<file path="src/rtl/burst_addr_pkg.sv">
`timescale 1ns/1ps
package burst_addr_pkg;
  // One-hot-ish strobes from control decode to the datapath
  typedef struct packed {
    logic clear;    // force counter to zero
    logic load;     // take external address
    logic step;     // advance by one
    logic passExt;  // present external address this cycle
  } addrCtl_t;
endpackage

</file>
<file path="src/rtl/burst_addr_ctrl.sv">
`timescale 1ns/1ps
module burst_addr_ctrl
  import burst_addr_pkg::*;
(
  input  logic     rst,
  input  logic     strobeN,
  input  logic     countEnN,
  input  logic     cntClrN,
  output addrCtl_t ctl
);
  // Fixed priority: power-on / clear > load > step > hold
  always_comb begin
    ctl         = '0;
    ctl.passExt = ~strobeN;
    if (rst || !cntClrN) begin
      ctl.clear = 1'b1;
    end else if (!strobeN) begin
      ctl.load = 1'b1;
    end else if (!countEnN) begin
      ctl.step = 1'b1;
    end
  end
endmodule

</file>
<file path="src/rtl/burst_addr_dp.sv">
`timescale 1ns/1ps
module burst_addr_dp
  import burst_addr_pkg::*;
#(
  parameter int ADDR_W = 17
) (
  input  logic              clk,
  input  addrCtl_t          ctl,
  input  logic [ADDR_W-1:0] extAddr,
  output logic [ADDR_W-1:0] cntVal,
  output logic [ADDR_W-1:0] curAddr
);
  localparam logic [ADDR_W-1:0] ONE = ADDR_W'(1);

  logic [ADDR_W-1:0] cntQ;
  logic [ADDR_W-1:0] cntInc;

  // Natural modulo-2^ADDR_W rollover
  assign cntInc = cntQ + ONE;

  always_ff @(posedge clk) begin
    if (ctl.clear)     cntQ <= '0;
    else if (ctl.load) cntQ <= extAddr;
    else if (ctl.step) cntQ <= cntInc;
  end

  assign cntVal  = cntQ;
  assign curAddr = ctl.passExt ? extAddr : cntQ;
endmodule

</file>
<file path="src/rtl/burst_addr_gen.sv">
`timescale 1ns/1ps
module burst_addr_gen
  import burst_addr_pkg::*;
#(
  parameter int ADDR_W = 17
) (
  input  logic              clk,
  input  logic              rst,
  input  logic [ADDR_W-1:0] extAddr,
  input  logic              strobeN,
  input  logic              countEnN,
  input  logic              cntClrN,
  output logic [ADDR_W-1:0] curAddr
);
  addrCtl_t          ctl;
  logic [ADDR_W-1:0] cntVal;

  burst_addr_ctrl u_ctrl (
    .rst      (rst),
    .strobeN  (strobeN),
    .countEnN (countEnN),
    .cntClrN  (cntClrN),
    .ctl      (ctl)
  );

  burst_addr_dp #(.ADDR_W(ADDR_W)) u_dp (
    .clk     (clk),
    .ctl     (ctl),
    .extAddr (extAddr),
    .cntVal  (cntVal),
    .curAddr (curAddr)
  );
endmodule

</file>
<file path="config.mk">
export PLATFORM = sky130hd
export DESIGN_NAME = burst_addr_gen
export DESIGN_NICKNAME = d
export VERILOG_FILES = /design/src/rtl/burst_addr_pkg.sv /design/src/rtl/burst_addr_ctrl.sv /design/src/rtl/burst_addr_dp.sv /design/src/rtl/burst_addr_gen.sv
export SDC_FILE = /design/constraint.sdc
export NUM_CORES = 1
export LEC_CHECK = 0
export ABC_AREA = 0
export BUFFER_PORTS_ARGS = -buffer_cell sky130_fd_sc_hd__buf_2
export CAP_MARGIN = 20
export CORE_ASPECT_RATIO = 0.75
export CORE_MARGIN = 2
export CORE_UTILIZATION = 45
export CTS_CLUSTER_DIAMETER = 30
export DETAILED_ROUTE_END_ITERATION = 16
export PLACE_DENSITY_LB_ADDON = 0.08
export SLEW_MARGIN = 20
export SYNTH_ARGS = -nofsm -noshare
export SYNTH_HDL_FRONTEND = slang
export SYNTH_SLANG_ARGS = --single-unit
</file>
<file path="constraint.sdc">
create_clock -name clk -period 1.7 [get_ports clk]
set_clock_uncertainty 0.2 [all_clocks]
set_input_delay 0.34 -clock clk [delete_from_list [all_inputs] [get_ports clk]]
set_output_delay 0.34 -clock clk [all_outputs]
set_load 0.05 [all_outputs]
</file>
# --- Word level (Yosys, flattened, before mapping) ---
# Cells that the tools add are included.
word_totals:
  regBits: 17
  in_bits: 22
  out_inout_bits: 17
  elab_cells: 13
classes:
  add_sub_neg: 1
  n_mux: 8
  n_reduce_logical: 3
ops:
  columns: ["cell", "n"]
  rows:
  - ["$mux 17", 3]
  - ["$add 17x1->17 const B", 1]
  - ["$mux 1", 4]
  - ["$mux 2", 1]
  - ["$reduce_bool 2->1", 1]
  - ["$logic_not 1->1", 1]
  - ["$logic_or 1x1->1", 1]

# --- Logic depth before layout (Yosys ltp) ---
depth:
  ltp_word: 5
  ltp_mapped: 5
  depth_no_buf: 5

# --- Modules after synthesis ---
# From an unflattened synthesis, not the netlist that was laid out.
hier_totals:
  cells_unflattened: 151
  hier_area_um2: 1253.7
by_module_without_submodules:
  columns: ["mod", "n_inst", "cells_each", "area_per_inst_um2"]
  rows:
  - ["burst_addr_dp", 1, 147, 1223.7]
  - ["burst_addr_ctrl", 1, 4, 30.0]

# --- Least setup slack after synthesis ---
# No wires, ideal clock.
synth_timing:
  kind: "input to output"
  startpoint: "input port strobeN"
  endpoint: "output port curAddr[13]"
  arrival_time_ps: 1345
  path_slack_ps: -185
  stages: 3
  path_buffers: 2
  path_cell_list: "clkbuf_1 > clkbuf_1 > mux2_2"
synth_between:
  elab_chain_cells: 1
synth_rtl:
  columns: ["element", "line", "rtl"]
  rows:
  - ["from (decl)", "burst_addr_gen.sv:10", "input logic strobeN,"]
  - ["$mux 17", "burst_addr_dp.sv:28", "assign curAddr = ctl.passExt ? extAddr : cntQ;"]
  - ["to (decl)", "burst_addr_gen.sv:13", "output logic [ADDR_W-1:0] curAddr"]
# No other way between the ends.

# --- Worst setup path in the final report ---
layout_timing:
  startpoint: "register u_dp.cntQ[10], in the netlist u_dp.cntVal[10]"
  endpoint: "register u_dp.cntQ[16], in the netlist u_dp.cntVal[16]"
layout_between:
  elab_chain_cells: 3
layout_rtl:
  columns: ["element", "line", "rtl"]
  rows:
  - ["from (decl)", "burst_addr_dp.sv:15", "logic [ADDR_W-1:0] cntQ;"]
  - ["from (signal assigned)", "burst_addr_dp.sv:23", "else if (ctl.load) cntQ <= extAddr;"]
  - ["from (signal assigned)", "burst_addr_dp.sv:24", "else if (ctl.step) cntQ <= cntInc;"]
  - ["$add 17x1->17", "burst_addr_dp.sv:19", "assign cntInc = cntQ + ONE;"]
  - ["$mux 17", "burst_addr_dp.sv:24", null]
  - ["$mux 17", "burst_addr_dp.sv:23", null]
# No other way between the ends. The select of a mux whose other input is x is not followed.
# A chain may end at the register's enable or synchronous reset.

==> PnR_summary.wiki <==
{| class="wikitable"
! Metric !! Value
|-
| Run status || complete, but fails checks
|-
| Failing checks || setup timing
|-
| Die H || 48.2 microns
|-
| Crit path cell chain || buf_4, nand4_4, nor4_2, xnor2_1, a211oi_1
|-
| Power per cell area || 554 nW/um^2
|-
| CTS tree || built
|-
| Rel. slew slack || 77.6%
|-
| Number of failing hold endpoints at the final stage || 0
|-
| Chip width || 63.0 microns
|-
| Number of endpoints failing setup at the final stage || 4
|-
| Fraction of layout instances using a drive strength above 1 || 60.0%
|-
| Crit Path Max Fanout || 6
|-
| Number of synthesis warnings || 0
|-
| Maximum root-to-sink buffer count || 2
|-
| Timing-limited maximum frequency || 573 MHz
|-
| WHS Path Cells || 3
|-
| End point of the most critical hold path || u_dp.cntVal[9]
|-
| Path type of the worst min-delay path || in -> reg
|-
| Clock latency reported for the late side of the worst-skew pair || 0.29 ns
|-
| RSZ-0062 raised after global routing || yes
|-
| Required arrival time at the worst endpoint || 1.70 ns
|-
| Switching part of the total power || 33.7%
|-
| Fraction of power consumed by sequential logic || 40.3%
|-
| Wire length of the first global-routing pass || 4.96 mm
|-
| Cell family with most CP delay || simple AND/OR/NAND/NOR gates
|-
| Launching instance or port of the critical path || u_dp.cntVal[10]
|-
| CTS H-tree depth || 1
|-
| Origin of the critical flop-to-flop path || u_dp.cntVal[10]
|-
| Placeable Area || 2380 sq um
|-
| Actual slew at the worst max-slew pin || 0.332 ns
|-
| Worst R2R Path Depth || 5
|-
| Hold Crit Start || extAddr[9]
|-
| Net Sw Power || 364 uW
|-
| CP Data Arrival Time || 1.75 ns
|-
| Power share of the clock group || 20.1%
|-
| Leading cell types in the layout, fill and taps excluded || 23 x sky130_fd_sc_hd__buf_4, 20 x sky130_fd_sc_hd__buf_2, 16 x sky130_fd_sc_hd__nor2_1, 14 x sky130_fd_sc_hd__a211oi_1, 13 x sky130_fd_sc_hd__xnor2_1
|-
| Terminus of the critical flop-to-flop path || u_dp.cntVal[16]
|-
| Count of input and output buffers || 38
|-
| Slowest cell on the critical path || sky130_fd_sc_hd__nor4_2
|-
| Global route overflow || 0
|-
| DRT antenna net count || 0
|-
| Static power due to leakage || 0.848 nW
|-
| Crit share post-route || 103%
|-
| Area growth from synthesis to layout || 66.0%
|-
| Final HPWL from detailed placement || 2.06 mm
|-
| Total via count in the routed design || 1198
|-
| Startpoint Class || flop
|-
| Min cycle time layout || 1.74 ns
|-
| Net count after synthesis || 151
|-
| Pin count of the biggest net entering global routing || 23
|-
| Number of cells on the critical path || 5
|-
| Hold buffer count at cts || 0
|-
| Vias in the first global route || 1074
|-
| Total DRC errors in the routed layout || 0
|-
| Type of the worst setup path || reg -> reg
|-
| Mapped Avg Cell Area || 9.17 sq um
|-
| Total of flip-flops plus latches after synthesis || 17
|-
| Share of total power in combinational logic || 39.6%
|-
| Most frequent standard cell in the layout excluding fill and tap cells || sky130_fd_sc_hd__buf_4
|-
| Number of library cell types mapped by synthesis || 30
|-
| Min Hold Slack || 0.117 ns
|-
| Number of search-and-repair iterations in the first detailed-routing pass || 4
|-
| Number of top-level pins || 39
|-
| DRC marker count from the first detailed-route iteration || 19
|-
| Per-cell routed wire length || 15.5 microns
|-
| Cells after synthesis || 128
|-
| Max reg flops || 17
|-
| Final max-slew violation count || 0
|-
| Clock slew seen by the registers of the worst setup and hold paths || 0.09 ns
|-
| Max-Cap Viols || 0
|-
| Kind of capture point of the worst setup path || flop
|-
| Register-to-register setup slack || -0.04 ns
|-
| Number of nets at the end of the flow || 214
|-
| Antenna violations before repair || 0
|-
| Biggest cell delay along the critical path || 0.39 ns
|-
| Summed instance area of the synthesized netlist || 1170 sq um
|-
| Number of vias per cell || 5.35
|-
| Maximum ir drop on the vdd rail || 0.000403 V
|-
| Initial core utilization || 49.2%
|-
| Overall track demand over capacity in global routing || 21.5%
|-
| Aggregate routed wire length || 3.48 mm
|-
| Number of antenna cells inserted || 0
|-
| Sequential fraction of the synthesis area || 29.0%
|-
| Internal power || 716 uW
|-
| Number of clock buffers inserted by TritonCTS || 3
|-
| Full die area || 3040 sq um
|-
| CTS Sinks || 17
|-
| Clk root buf || sky130_fd_sc_hd__clkbuf_4
|-
| Number of rows in the core area || 15
|-
| Final weighted congestion of routability-driven global placement || 0.750
|-
| Buffers plus inverters on the worst setup path || 1
|-
| Sum of negative setup slack || -0.109 ns
|-
| PnR worst setup slack || -0.0443 ns
|}
==> power by group through the flow <==
stage          sequential, mW  combinational [mW]  clock [mW]
5_1_grt                 0.437               0.448       0.240
4_1_cts                 0.434               0.386       0.226
3_3_place_gp            0.440               0.306           0
6_report                0.435               0.428       0.217
3_5_place_dp            0.441               0.312           0
2_1_floorplan           0.445               0.208           0
==> cells in the mapped netlist <==
master / instances / area (sq um)
sky130_fd_sc_hd__a211oi_1: 15 / 113
sky130_fd_sc_hd__a21oi_1: 1 / 5.00
sky130_fd_sc_hd__a311oi_1: 1 / 8.76
sky130_fd_sc_hd__and2b_2: 1 / 8.76
sky130_fd_sc_hd__buf_6: 1 / 11.3
sky130_fd_sc_hd__clkbuf_1: 9 / 33.8
sky130_fd_sc_hd__dfxtp_1: 17 / 340
sky130_fd_sc_hd__ha_1: 1 / 12.5
sky130_fd_sc_hd__inv_1: 2 / 7.51
sky130_fd_sc_hd__mux2_2: 16 / 180
sky130_fd_sc_hd__mux2i_1: 1 / 10.0
sky130_fd_sc_hd__nand2_1: 6 / 22.5
sky130_fd_sc_hd__nand2b_1: 2 / 12.5
sky130_fd_sc_hd__nand3_1: 4 / 20.0
sky130_fd_sc_hd__nand3b_1: 1 / 7.51
sky130_fd_sc_hd__nand4_1: 1 / 6.26
sky130_fd_sc_hd__nand4_2: 1 / 12.5
sky130_fd_sc_hd__nand4_4: 1 / 21.3
sky130_fd_sc_hd__nand4b_1: 2 / 17.5
sky130_fd_sc_hd__nand4b_4: 1 / 23.8
sky130_fd_sc_hd__nor2_1: 16 / 60.1
sky130_fd_sc_hd__nor2b_1: 1 / 6.26
sky130_fd_sc_hd__nor3_1: 5 / 25.0
sky130_fd_sc_hd__nor4_1: 1 / 6.26
sky130_fd_sc_hd__nor4_2: 3 / 37.5
sky130_fd_sc_hd__nor4_4: 1 / 21.3
sky130_fd_sc_hd__o21ai_0: 1 / 5.00
sky130_fd_sc_hd__or3_1: 1 / 6.26
sky130_fd_sc_hd__xnor2_1: 13 / 114
sky130_fd_sc_hd__xor2_1: 2 / 17.5
==> through the flow <==
step	area (sq um)	utilization [%]	power (mW)	setup slack [ns]	std cells
6_report	1950	81.7	1.08	-0.0443	224
5_1_grt	1950	81.7	1.13	-0.108	224
4_1_cts	1790	75.2	1.05	-0.0364	217
3_5_place_dp	1550	64.9	0.753	-0.0495	209
3_3_place_gp	1550	64.9	0.746	-0.0314	209
2_1_floorplan	1180	-	0.654	-0.0509	128
==> what timing repair did <==
action                                  in CTS  in global routing
buffers inserted                             6                  5
gates resized for setup                     56                 19
gates cloned                                 1                  2
endpoints found under the setup margin      17                 22
pin swaps                                    0                  2
==> layout make-up <==
type / instances / area (sq um)
multi-input combinational: 99 / 846
sequential: 17 / 359
clock buffer: 4 / 26.3
inverter: 2 / 7.51
fill: 143 / 435
timing repair buffer: 68 / 667
tap: 34 / 42.5
==> worst max-delay path by stage <==
stage	end
after floorplan	curAddr[13]
after global placement	curAddr[8]
after detailed placement	curAddr[1]
after CTS	curAddr[3]
after global routing	u_dp.cntVal[16]
final	u_dp.cntVal[16]
==> layer usage <==
layer	routed length, microns	track usage [%]	vias up
li1	-	-	586
met1	1540	26.7	564
met2	1740	40.4	42
met3	173	4.85	6
met4	27	4.00	0
met5	0	0	-
==> kinds of logic after synthesis <==
kind of cell	synth area share (%)
simple gates	26.9
compound gates	11.2
mux	16.2
flops	29.0
xor+xnor	11.2
buf+inv	4.48
fa+ha+maj	1.07
==> tightest hold or removal path, delay by kind of cell <==
kind,cells,cell delay (ns)
AND/OR/NAND/NOR,1,0.08
AO/OA/AOI/OAI,1,0.05
buffers and inverters,1,0.11
No activity file was read; power rests on OpenSTA's default activity.
